**config.mk**
```make
export PLATFORM = sky130hd
export DESIGN_NAME = xthread_cell
export DESIGN_NICKNAME = d
export VERILOG_FILES = /design/src/rtl/xtc_pkg.sv /design/src/rtl/xtc_view_dec.sv /design/src/rtl/xtc_store.sv /design/src/rtl/xtc_tag_ctl.sv /design/src/rtl/xthread_cell.sv
export SDC_FILE = /design/constraint.sdc
export NUM_CORES = 1
export LEC_CHECK = 0
export BUFFER_PORTS_ARGS = -buffer_cell sky130_fd_sc_hd__buf_4
export CORE_ASPECT_RATIO = 0.8
export CORE_MARGIN = 1.5
export CORE_UTILIZATION = 39
export DETAILED_ROUTE_END_ITERATION = 7
export GPL_TIMING_DRIVEN = 0
export MAX_ROUTING_LAYER = met4
export PLACE_DENSITY = 0.51
export RECOVER_POWER = 50
export SETUP_SLACK_MARGIN = 0.3
export SLEW_MARGIN = 20
export SYNTH_ARGS = -nofsm -noshare
export SYNTH_HDL_FRONTEND = slang
export SYNTH_SLANG_ARGS = --single-unit
export TNS_END_PERCENT = 30
```
**constraint.sdc**
```tcl
create_clock -name clk -period 21.5 [get_ports clk]
set_input_delay 1.075 -clock clk [delete_from_list [all_inputs] [get_ports clk]]
set_output_delay 1.075 -clock clk [all_outputs]
set_load 0.02 [all_outputs]
```
**src/rtl/xtc_pkg.sv**
```systemverilog
package xtc_pkg;

  localparam logic [3:0] VIEW_RAW      = 4'd0;
  localparam logic [3:0] VIEW_TAG      = 4'd1;
  localparam logic [3:0] VIEW_HS_WAIT  = 4'd2;
  localparam logic [3:0] VIEW_HS_TRY   = 4'd3;
  localparam logic [3:0] VIEW_CNT_WAIT = 4'd4;
  localparam logic [3:0] VIEW_CNT_TRY  = 4'd5;

  localparam int TAG_DCODE_LSB = 28;
  localparam int TAG_PTR_LSB   = 18;
  localparam int TAG_FIFO_BIT  = 17;
  localparam int TAG_TRAP_BIT  = 16;
  localparam int TAG_FULL_BIT  = 1;
  localparam int TAG_EMPTY_BIT = 0;

  // Assemble the tag word seen through the tag view.
  function automatic logic [63:0] pack_tag(input logic [3:0] dcode,
                                           input logic [9:0] ptr,
                                           input logic       trap,
                                           input logic       full,
                                           input logic       empty);
    logic [63:0] w;
    w = '0;
    w[TAG_DCODE_LSB +: 4] = dcode;
    w[TAG_PTR_LSB +: 10]  = ptr;
    w[TAG_FIFO_BIT]       = 1'b1;
    w[TAG_TRAP_BIT]       = trap;
    w[TAG_FULL_BIT]       = full;
    w[TAG_EMPTY_BIT]      = empty;
    return w;
  endfunction

endpackage

```
**src/rtl/xtc_view_dec.sv**
```systemverilog
module xtc_view_dec
  import xtc_pkg::*;
(
  input  logic       rd,
  input  logic       wr,
  input  logic [3:0] view,
  output logic       raw_rd,
  output logic       raw_wr,
  output logic       tag_rd,
  output logic       tag_wr,
  output logic       hs_rd,
  output logic       hs_wr,
  output logic       hs_wait,
  output logic       cnt_rd,
  output logic       bad_rd
);
  logic wr_only;
  logic is_hs;

  assign wr_only = wr & ~rd;
  assign is_hs   = (view == VIEW_HS_WAIT) | (view == VIEW_HS_TRY);

  assign raw_rd  = rd & (view == VIEW_RAW);
  assign raw_wr  = wr_only & (view == VIEW_RAW);
  assign tag_rd  = rd & (view == VIEW_TAG);
  assign tag_wr  = wr_only & (view == VIEW_TAG);
  assign hs_rd   = rd & is_hs;
  assign hs_wr   = wr_only & is_hs;
  assign hs_wait = (view == VIEW_HS_WAIT);
  assign cnt_rd  = rd & ((view == VIEW_CNT_WAIT) | (view == VIEW_CNT_TRY));
  assign bad_rd  = rd & (view > VIEW_CNT_TRY);
endmodule

```
**src/rtl/xtc_store.sv**
```systemverilog
module xtc_store #(
  parameter int DEPTH = 8,
  parameter int DW    = 64,
  localparam int IW   = $clog2(DEPTH)
) (
  input  logic          clk,
  input  logic          we,
  input  logic [IW-1:0] widx,
  input  logic [DW-1:0] wdata,
  input  logic [IW-1:0] ridx,
  output logic [DW-1:0] rdata
);
  logic [DW-1:0] slot_q [DEPTH];

  for (genvar g = 0; g < DEPTH; g++) begin : g_slot
    always_ff @(posedge clk) begin
      if (we && widx == IW'(g)) slot_q[g] <= wdata;
    end
  end

  assign rdata = slot_q[ridx];
endmodule

```
**src/rtl/xtc_tag_ctl.sv**
```systemverilog
module xtc_tag_ctl #(
  parameter int DEPTH = 8,
  parameter int NREQ  = 64,
  localparam int IW   = $clog2(DEPTH),
  localparam int PW   = $clog2(DEPTH) + 1,
  localparam int RW   = $clog2(NREQ)
) (
  input  logic          clk,
  input  logic          rst_n,
  input  logic          tag_wr,
  input  logic          hs_rd,
  input  logic          hs_wr,
  input  logic          hs_wait,
  input  logic          raw_wr,
  input  logic          wd_trap,
  input  logic          wd_full,
  input  logic          wd_empty,
  input  logic [RW-1:0] rid,
  output logic          empty_q,
  output logic          full_q,
  output logic          trap_q,
  output logic [PW-1:0] ptr_q,
  output logic [IW-1:0] head_q,
  output logic          mask_nz,
  output logic          stall,
  output logic          wake,
  output logic          pop,
  output logic          ram_we,
  output logic [IW-1:0] ram_widx
);
  logic [NREQ-1:0] mask_q;
  logic [NREQ-1:0] req_bit;
  logic            go;
  logic            push;
  logic [PW-1:0]   ptr_after;

  // Slot that lies ofs places after base, wrapping at DEPTH.
  function automatic logic [IW-1:0] slot_at(input logic [IW-1:0] base,
                                            input logic [PW-1:0] ofs);
    logic [PW-1:0] s;
    s = PW'(base) + ofs;
    return s[IW-1:0];
  endfunction

  assign req_bit   = NREQ'(1) << rid;
  assign mask_nz   = |mask_q;
  assign stall     = (hs_rd & hs_wait & empty_q) | (hs_wr & hs_wait & full_q);
  assign go        = (hs_rd | hs_wr) & ~stall;
  assign wake      = go & mask_nz;
  assign pop       = go & hs_rd & (ptr_q != '0);
  assign push      = go & hs_wr & (ptr_q < PW'(DEPTH));
  assign ptr_after = pop ? ptr_q - PW'(1) : (push ? ptr_q + PW'(1) : ptr_q);

  assign ram_we    = push | (raw_wr & (ptr_q != '0));
  assign ram_widx  = push ? slot_at(head_q, ptr_q) : slot_at(head_q, ptr_q - PW'(1));

  always_ff @(posedge clk or negedge rst_n) begin
    if (!rst_n) begin
      empty_q <= 1'b1;
      full_q  <= 1'b0;
      trap_q  <= 1'b0;
      ptr_q   <= '0;
      head_q  <= '0;
      mask_q  <= '0;
    end else begin
      if (tag_wr) begin
        trap_q  <= wd_trap;
        full_q  <= wd_full;
        empty_q <= wd_empty;
        if (wd_empty) ptr_q <= '0;
      end
      if (hs_rd) begin
        full_q <= 1'b0;
        if (stall) begin
          mask_q <= mask_q | req_bit;
        end else begin
          mask_q <= '0;
          ptr_q  <= ptr_after;
          if (pop) head_q <= head_q + IW'(1);
          if (ptr_after == '0) empty_q <= 1'b1;
        end
      end
      if (hs_wr) begin
        empty_q <= 1'b0;
        if (stall) begin
          mask_q <= mask_q | req_bit;
        end else begin
          mask_q <= '0;
          ptr_q  <= ptr_after;
          if (ptr_after == PW'(DEPTH)) full_q <= 1'b1;
        end
      end
    end
  end
endmodule

```
**src/rtl/xthread_cell.sv**
```systemverilog
module xthread_cell
  import xtc_pkg::*;
#(
  parameter int DEPTH = 8,
  parameter int NREQ  = 64,
  localparam int IW   = $clog2(DEPTH),
  localparam int PW   = $clog2(DEPTH) + 1,
  localparam int RW   = $clog2(NREQ),
  localparam logic [3:0] DCODE = 4'($clog2(DEPTH))
) (
  input  logic          clk,
  input  logic          rst_n,
  input  logic          acc_rd,
  input  logic          acc_wr,
  input  logic [3:0]    acc_view,
  input  logic [63:0]   acc_wdata,
  input  logic [RW-1:0] acc_rid,
  output logic [63:0]   rd_data,
  output logic          blocked,
  output logic          wake
);
  logic raw_rd, raw_wr, tag_rd, tag_wr, hs_rd, hs_wr, hs_wait, cnt_rd, bad_rd;
  logic flag_empty, flag_full, flag_trap, mask_nz, stall, pop, ram_we;
  logic [PW-1:0] fill_ptr;
  logic [IW-1:0] head_idx, ram_widx;
  logic [63:0]   head_word;

  xtc_view_dec u_dec (
    .rd(acc_rd), .wr(acc_wr), .view(acc_view),
    .raw_rd(raw_rd), .raw_wr(raw_wr), .tag_rd(tag_rd), .tag_wr(tag_wr),
    .hs_rd(hs_rd), .hs_wr(hs_wr), .hs_wait(hs_wait),
    .cnt_rd(cnt_rd), .bad_rd(bad_rd)
  );

  xtc_tag_ctl #(.DEPTH(DEPTH), .NREQ(NREQ)) u_tag (
    .clk(clk), .rst_n(rst_n),
    .tag_wr(tag_wr), .hs_rd(hs_rd), .hs_wr(hs_wr), .hs_wait(hs_wait),
    .raw_wr(raw_wr),
    .wd_trap(acc_wdata[TAG_TRAP_BIT]), .wd_full(acc_wdata[TAG_FULL_BIT]),
    .wd_empty(acc_wdata[TAG_EMPTY_BIT]), .rid(acc_rid),
    .empty_q(flag_empty), .full_q(flag_full), .trap_q(flag_trap),
    .ptr_q(fill_ptr), .head_q(head_idx), .mask_nz(mask_nz),
    .stall(stall), .wake(wake), .pop(pop),
    .ram_we(ram_we), .ram_widx(ram_widx)
  );

  xtc_store #(.DEPTH(DEPTH), .DW(64)) u_store (
    .clk(clk), .we(ram_we), .widx(ram_widx), .wdata(acc_wdata),
    .ridx(head_idx), .rdata(head_word)
  );

  assign blocked = stall;

  always_comb begin
    rd_data = '0;
    if (raw_rd)      rd_data = head_word;
    else if (tag_rd) rd_data = pack_tag(DCODE, 10'(fill_ptr), flag_trap, flag_full, flag_empty);
    else if (hs_rd)  rd_data = pop ? head_word : '0;
    else if (cnt_rd) rd_data = '0;
    else if (bad_rd) rd_data = '1;
  end
endmodule

```
# Word-level counts from Yosys, hierarchy flattened
# Memory sizes are Yosys's and may differ from the RTL's.
# Index checks and enable logic that the tools add are counted.
# totals
ff_bits,74
ramBits,512
out_inout_bits,66
wordCells,143
memories,1
# classes
n_addsub,5
n_lt_le_gt_ge,2
eq_ne,13
shifts,1
n_mux,65
bitwise,28
n_reduce_logical,22
# mem_list
name,words,width,rd,rd_clocked_by_memory_dff,write_ports,line,rtl
u_store.slot_q,8,64,1,0,1,xtc_store.sv:13,logic [DW-1:0] slot_q [DEPTH];
# op_table
cell,count
64-bit two-way mux,16
64-bit OR reduction,8
64-bit bitwise OR,1
1-bit by 6-bit left shift with 64-bit output (first input constant),1
1-bit two-way mux,33
4-bit two-way mux,8
3-bit two-way mux,8
1-bit AND,20
3-bit == test (second input constant),4
4-bit by 2-bit == test with 1-bit output (second input constant),2
4-bit by 3-bit == test with 1-bit output (second input constant),2
1-bit logical AND,8
4-bit zero test,2
3-bit adder,2
3-bit by 2-bit == test with 1-bit output (second input constant),2
1-bit bitwise OR,5
4-bit by 1-bit adder with 4-bit output (second input constant),1
4-bit by 1-bit == test with 1-bit output (second input constant),1
4-bit == test (second input constant),1
4-bit by 3-bit > comparator with 1-bit output (second input constant),1
4-bit < comparator (second input constant),1
4-bit nonzero test,1
4-bit by 1-bit subtractor with 4-bit output (second input constant),1
3-bit by 1-bit adder with 3-bit output (second input constant),1
other kinds (5),6

# Depth between registers and ports, before layout
# depth
word_depth,23
mapped_depth,11
mapped_depth_nobuf,10

# By module
# Synthesis repeated with hierarchy kept, for this count alone.
# unflattened
hier_cells,1197
area_unflattened_um2,23361.2
# modules_own_cells
module,instances,cells_per_inst,area_per_inst_um2,seq_area_each_um2
xtc_store,1,752,19266.0,15374.7
xtc_tag_ctl,1,347,3273.1,1853.0
xthread_cell,1,84,724.4,0.0
xtc_view_dec,1,14,97.6,0.0

# Worst setup path after synthesis
# OpenSTA, ideal clock, no wires.
# synth_path
path_type,in2reg
startpoint,input port acc_rd
endpoint,memory u_store.slot_q[2][0] (enable)
setup_ns,0.565
t_arrival_ns,7.711
path_slack_ns,13.225
stages,10
path_buffers,1
cell_sequence,buf_6 or4b_4 nor3_4 xnor2_1 ha_1 fa_1 xor2_1 xnor2_1 xor2_1 nor3_1
# synth_via
elab_chain_len,23
word_cells_on_any_way,71
# synth_lines
item,line,rtl
from (decl),xthread_cell.sv:13,"input logic acc_rd,"
1-bit NOT,xtc_view_dec.sv:20,assign wr_only = wr & ~rd;
1-bit AND,xtc_view_dec.sv:20,
1-bit AND,xtc_view_dec.sv:28,assign hs_wr = wr_only & is_hs;
1-bit AND (2 in a row),xtc_tag_ctl.sv:47,assign stall = (hs_rd & hs_wait & empty_q) | (hs_wr & hs_wait & full_q);
1-bit bitwise OR,xtc_tag_ctl.sv:47,
1-bit NOT,xtc_tag_ctl.sv:48,assign go = (hs_rd | hs_wr) & ~stall;
1-bit AND,xtc_tag_ctl.sv:48,
1-bit AND (2 in a row),xtc_tag_ctl.sv:51,assign push = go & hs_wr & (ptr_q < PW'(DEPTH));
3-bit two-way mux,xtc_tag_ctl.sv:55,"assign ram_widx = push ? slot_at(head_q, ptr_q) : slot_at(head_q, ptr_q - PW'(1));"
3-bit by 1-bit == test with 1-bit output,xtc_store.sv:17,if (we && widx == IW'(g)) slot_q[g] <= wdata;
1-bit logical AND,xtc_store.sv:17,
1-bit two-way mux,xtc_store.sv:17,
1-bit two-way mux (not written as such),xtc_store.sv:17,
64-bit OR reduction (no source line),-,
3-bit two-way mux (no source line) / 1-bit two-way mux (equally long branches) (7 in a row),-,
to (decl),xtc_store.sv:13,
# Several ways; a longest one is shown, not always the timed one.

# Final worst setup path
# layout_path
startpoint,register u_tag.ptr_q[0]
endpoint,output port rd_data[54]
# layout_via
elab_chain_len,6
# layout_lines
item,line,rtl
from (decl),xtc_tag_ctl.sv:22,"output logic [PW-1:0] ptr_q,"
from (signal assigned),xtc_tag_ctl.sv:78,ptr_q <= ptr_after;
from (signal assigned),xtc_tag_ctl.sv:89,ptr_q <= ptr_after;
4-bit nonzero test,xtc_tag_ctl.sv:50,assign pop = go & hs_rd & (ptr_q != '0);
1-bit AND,xtc_tag_ctl.sv:50,
64-bit two-way mux (2 in a row),xthread_cell.sv:58,else if (hs_rd) rd_data = pop ? head_word : '0;
64-bit two-way mux,xthread_cell.sv:57,"else if (tag_rd) rd_data = pack_tag(DCODE, 10'(fill_ptr), flag_trap, flag_full, flag_empty);"
64-bit two-way mux,xthread_cell.sv:56,if (raw_rd) rd_data = head_word;
to (decl),xthread_cell.sv:18,"output logic [63:0] rd_data,"
# Every way passes these cells.

==> metrics <==
measured slew at the worst slew-check pin 4010 ps; grt met2 use 28.6%; Slew headroom -167%; Syn Nets 1275; CP Data Required Time 20430 ps; die area 60300 um2; clock-pin transition on the worst setup and hold timing paths 60 ps; vias in the first global route 12300; critical path buffer and inverter count 4; fraction of the cycle the final worst path needs 24.5%; number of cell rows 79; vias per cell 5.31; final core utilization 46.9%; total wire length 54200 um; CTS Buf Count 58; reg-to-reg startpoint u_tag.ptr_q[3]; Slowest-stage cell, CP o21ai_0; post-CTS sizing 0; PortBufs 141; crit path launch type register; crit-path max FO 10; dpl hpwl 35300 um; initial antenna violation count 6; first-pass GRT wire length 81200 um; setup TNS 0 ps; Hold WS 496 ps; total grt overflow 0; Fmax 190 MHz; CP Data Arrival Time 4190 ps; GRT Util Overall 18.9%; num ports 144; root buffer cell clkbuf_16; routability cong. 0.823; GR peak layer met2; outcome complete, but fails checks; Netlist Area Pre-Place 23000 um2; drt drc 0; # Post-CTS Setup Buffers 0; CP top delay family compound AO/OA/AOI/OAI gates; global routing usage on met1 26.5%; Iteration-0 DRC Markers 867; Total Power 3020 uW; DR vias 12000; post-layout minimum cycle time 5270 ps; Max VDD drop 0.0664 mV; Pleak 0.00910 uW; 1st-pass router iterations 7; Hold WC Path Type reg2reg; Critical Path Source u_tag.ptr_q[0]; max incr delay on CP 690 ps; Routed Antenna Nets 0; chip width 274 um; most frequent cells in the layout edfxtp_1 (512), clkbuf_1 (134), mux4_2 (128), buf_4 (93), nor2_1 (80); final number of hold-violating endpoints 0; final setup fails 0; Netlist cell types 55; area of the core 58100 um2; most common library cell in the layout ignoring fill and taps edfxtp_1; TritonCTS clock tree yes; largest net degree at the start of global routing 75; H-tree depth 2; max_cap viols 1; NumNets Final 1525; CP Class reg2out; # clock sinks 586; WL/cell 23.9 um; Clk Latency, worst-skew pair 620 ps; failing checks capacitance limit, slew limit; yosys synthesis warning count 0; M3 GR Usage 3.61%; PwrDens 111 nW/um2; share of layout cells above drive strength 1 24.3%; Area Overhead vs Synth 18.6%; hold path start u_tag.mask_q[25]; EDFF count, synth 512; register area share after synthesis 75.0%; Post-Syn Instances 1192; Worst Clk Skew 19.0 ps; die height 220 um; share of synthesized flip-flops with an asynchronous set or reset 12.6%; RSZ-0062 raised after global routing no; hold buffer count at CTS 0; count of pins over their slew limit 75; CP Capture Type primary output; most used cell, CP clkbuf_1; ys flop type edfxtp_1; clock buffer depth 3; Syn Area/Cell 19.3 um2; critical path cell sequence clkbuf_1 -> inv_1 -> ha_1 -> nor3b_1 -> nor3_1 -> a21oi_2 -> clkbuf_1 -> o21ai_0 -> buf_4; Starting Density 39.5%; Seq cells post-synth 586
==> sequential cells by signal, indices dropped and copies added, names as in the netlist <==
signal / count
u_store.slot_q: 512
u_tag.empty_q: 1
u_tag.full_q: 1
u_tag.head_q: 3
u_tag.mask_q: 64
u_tag.ptr_q: 4
u_tag.trap_q: 1
==> final cells by class <==
cell class              count  area (um2)
plain buffers              64         267
clock inverters            20         130
diodes                      5        12.5
inverters                   5        18.8
fillers                  5029       30900
repair buffers            190        1510
flip-flops and latches    586       17200
multi-input cells         537        5470
well taps                 769         962
clock buffers              87        1630
==> power breakdown <==
group	internal, uW	switching (uW)
Clock	534	419
Sequential	1290	16.0
Combinational	349	414
Total	2170	849
==> metal layers <==
metal | vias up | routed length [um]
li1 | 5351 | -
met1 | 6290 | 24700
met2 | 314 | 25100
met3 | 70 | 3380
met4 | 0 | 1010
met5 | - | 0
==> cells by family (layout without fill, tap and decap cells) <==
group	count (synthesis)	in the layout	share of synthesized area [%]
compound gates	159	159	3.85
xor+xnor	7	7	0.267
fa+ha+maj	5	5	0.305
buf+inv	69	366	1.25
flops	586	586	75.0
mux	197	197	15.6
other cells	0	5	0
simple gates	169	169	3.70
==> metrics by stage <==
stage	worst slack, ps	cells	area, um2
after CTS	16200	2258	27500
after detailed placement	16150	2151	25700
final	16230	2263	27200
after global routing	15960	2262	27200
after floorplan	13220	1192	23000
after global placement	7700	2102	25000
==> cells in the mapped netlist, drive strengths merged, types with 2 or more instances <==
cell type | number | area share, %
nor2b | 3 | 0.082
buf | 26 | 0.55
edfxtp | 512 | 67
nand3 | 4 | 0.087
or3 | 3 | 0.10
nor2 | 85 | 1.4
mux2i | 67 | 2.9
nor3 | 15 | 0.40
clkbuf | 38 | 0.62
nand4 | 5 | 0.14
ha | 4 | 0.22
o21ai | 69 | 1.5
xnor2 | 5 | 0.19
xor2 | 2 | 0.076
mux2 | 2 | 0.098
nor4 | 19 | 0.52
nand2 | 14 | 0.23
a31oi | 3 | 0.082
dfrtp | 73 | 8.0
o21a | 7 | 0.23
inv | 5 | 0.082
a31o | 2 | 0.076
or2 | 2 | 0.054
nor3b | 5 | 0.23
a21oi | 67 | 1.5
mux4 | 128 | 13
nand2b | 8 | 0.22
==> path summary, 6_finish.rpt <==
path,end,slack (ps),depth (start not counted)
max,rd_data[54],16230,9
min,u_tag.mask_q[25],500,2
max reg2reg,u_store.slot_q[7][24],17150,13
min reg2reg,u_tag.mask_q[25],500,2
max in group asynchronous,u_tag.mask_q[38],17390,1
min in group asynchronous,u_tag.mask_q[13],1850,1
==> worst min-delay path: cells and delay by family (launching register included) <==
family | cells | cell delay (ps)
flops | 1 | 340
simple gates | 1 | 70
compound gates | 1 | 50
Power figures use the tool's default switching activity.
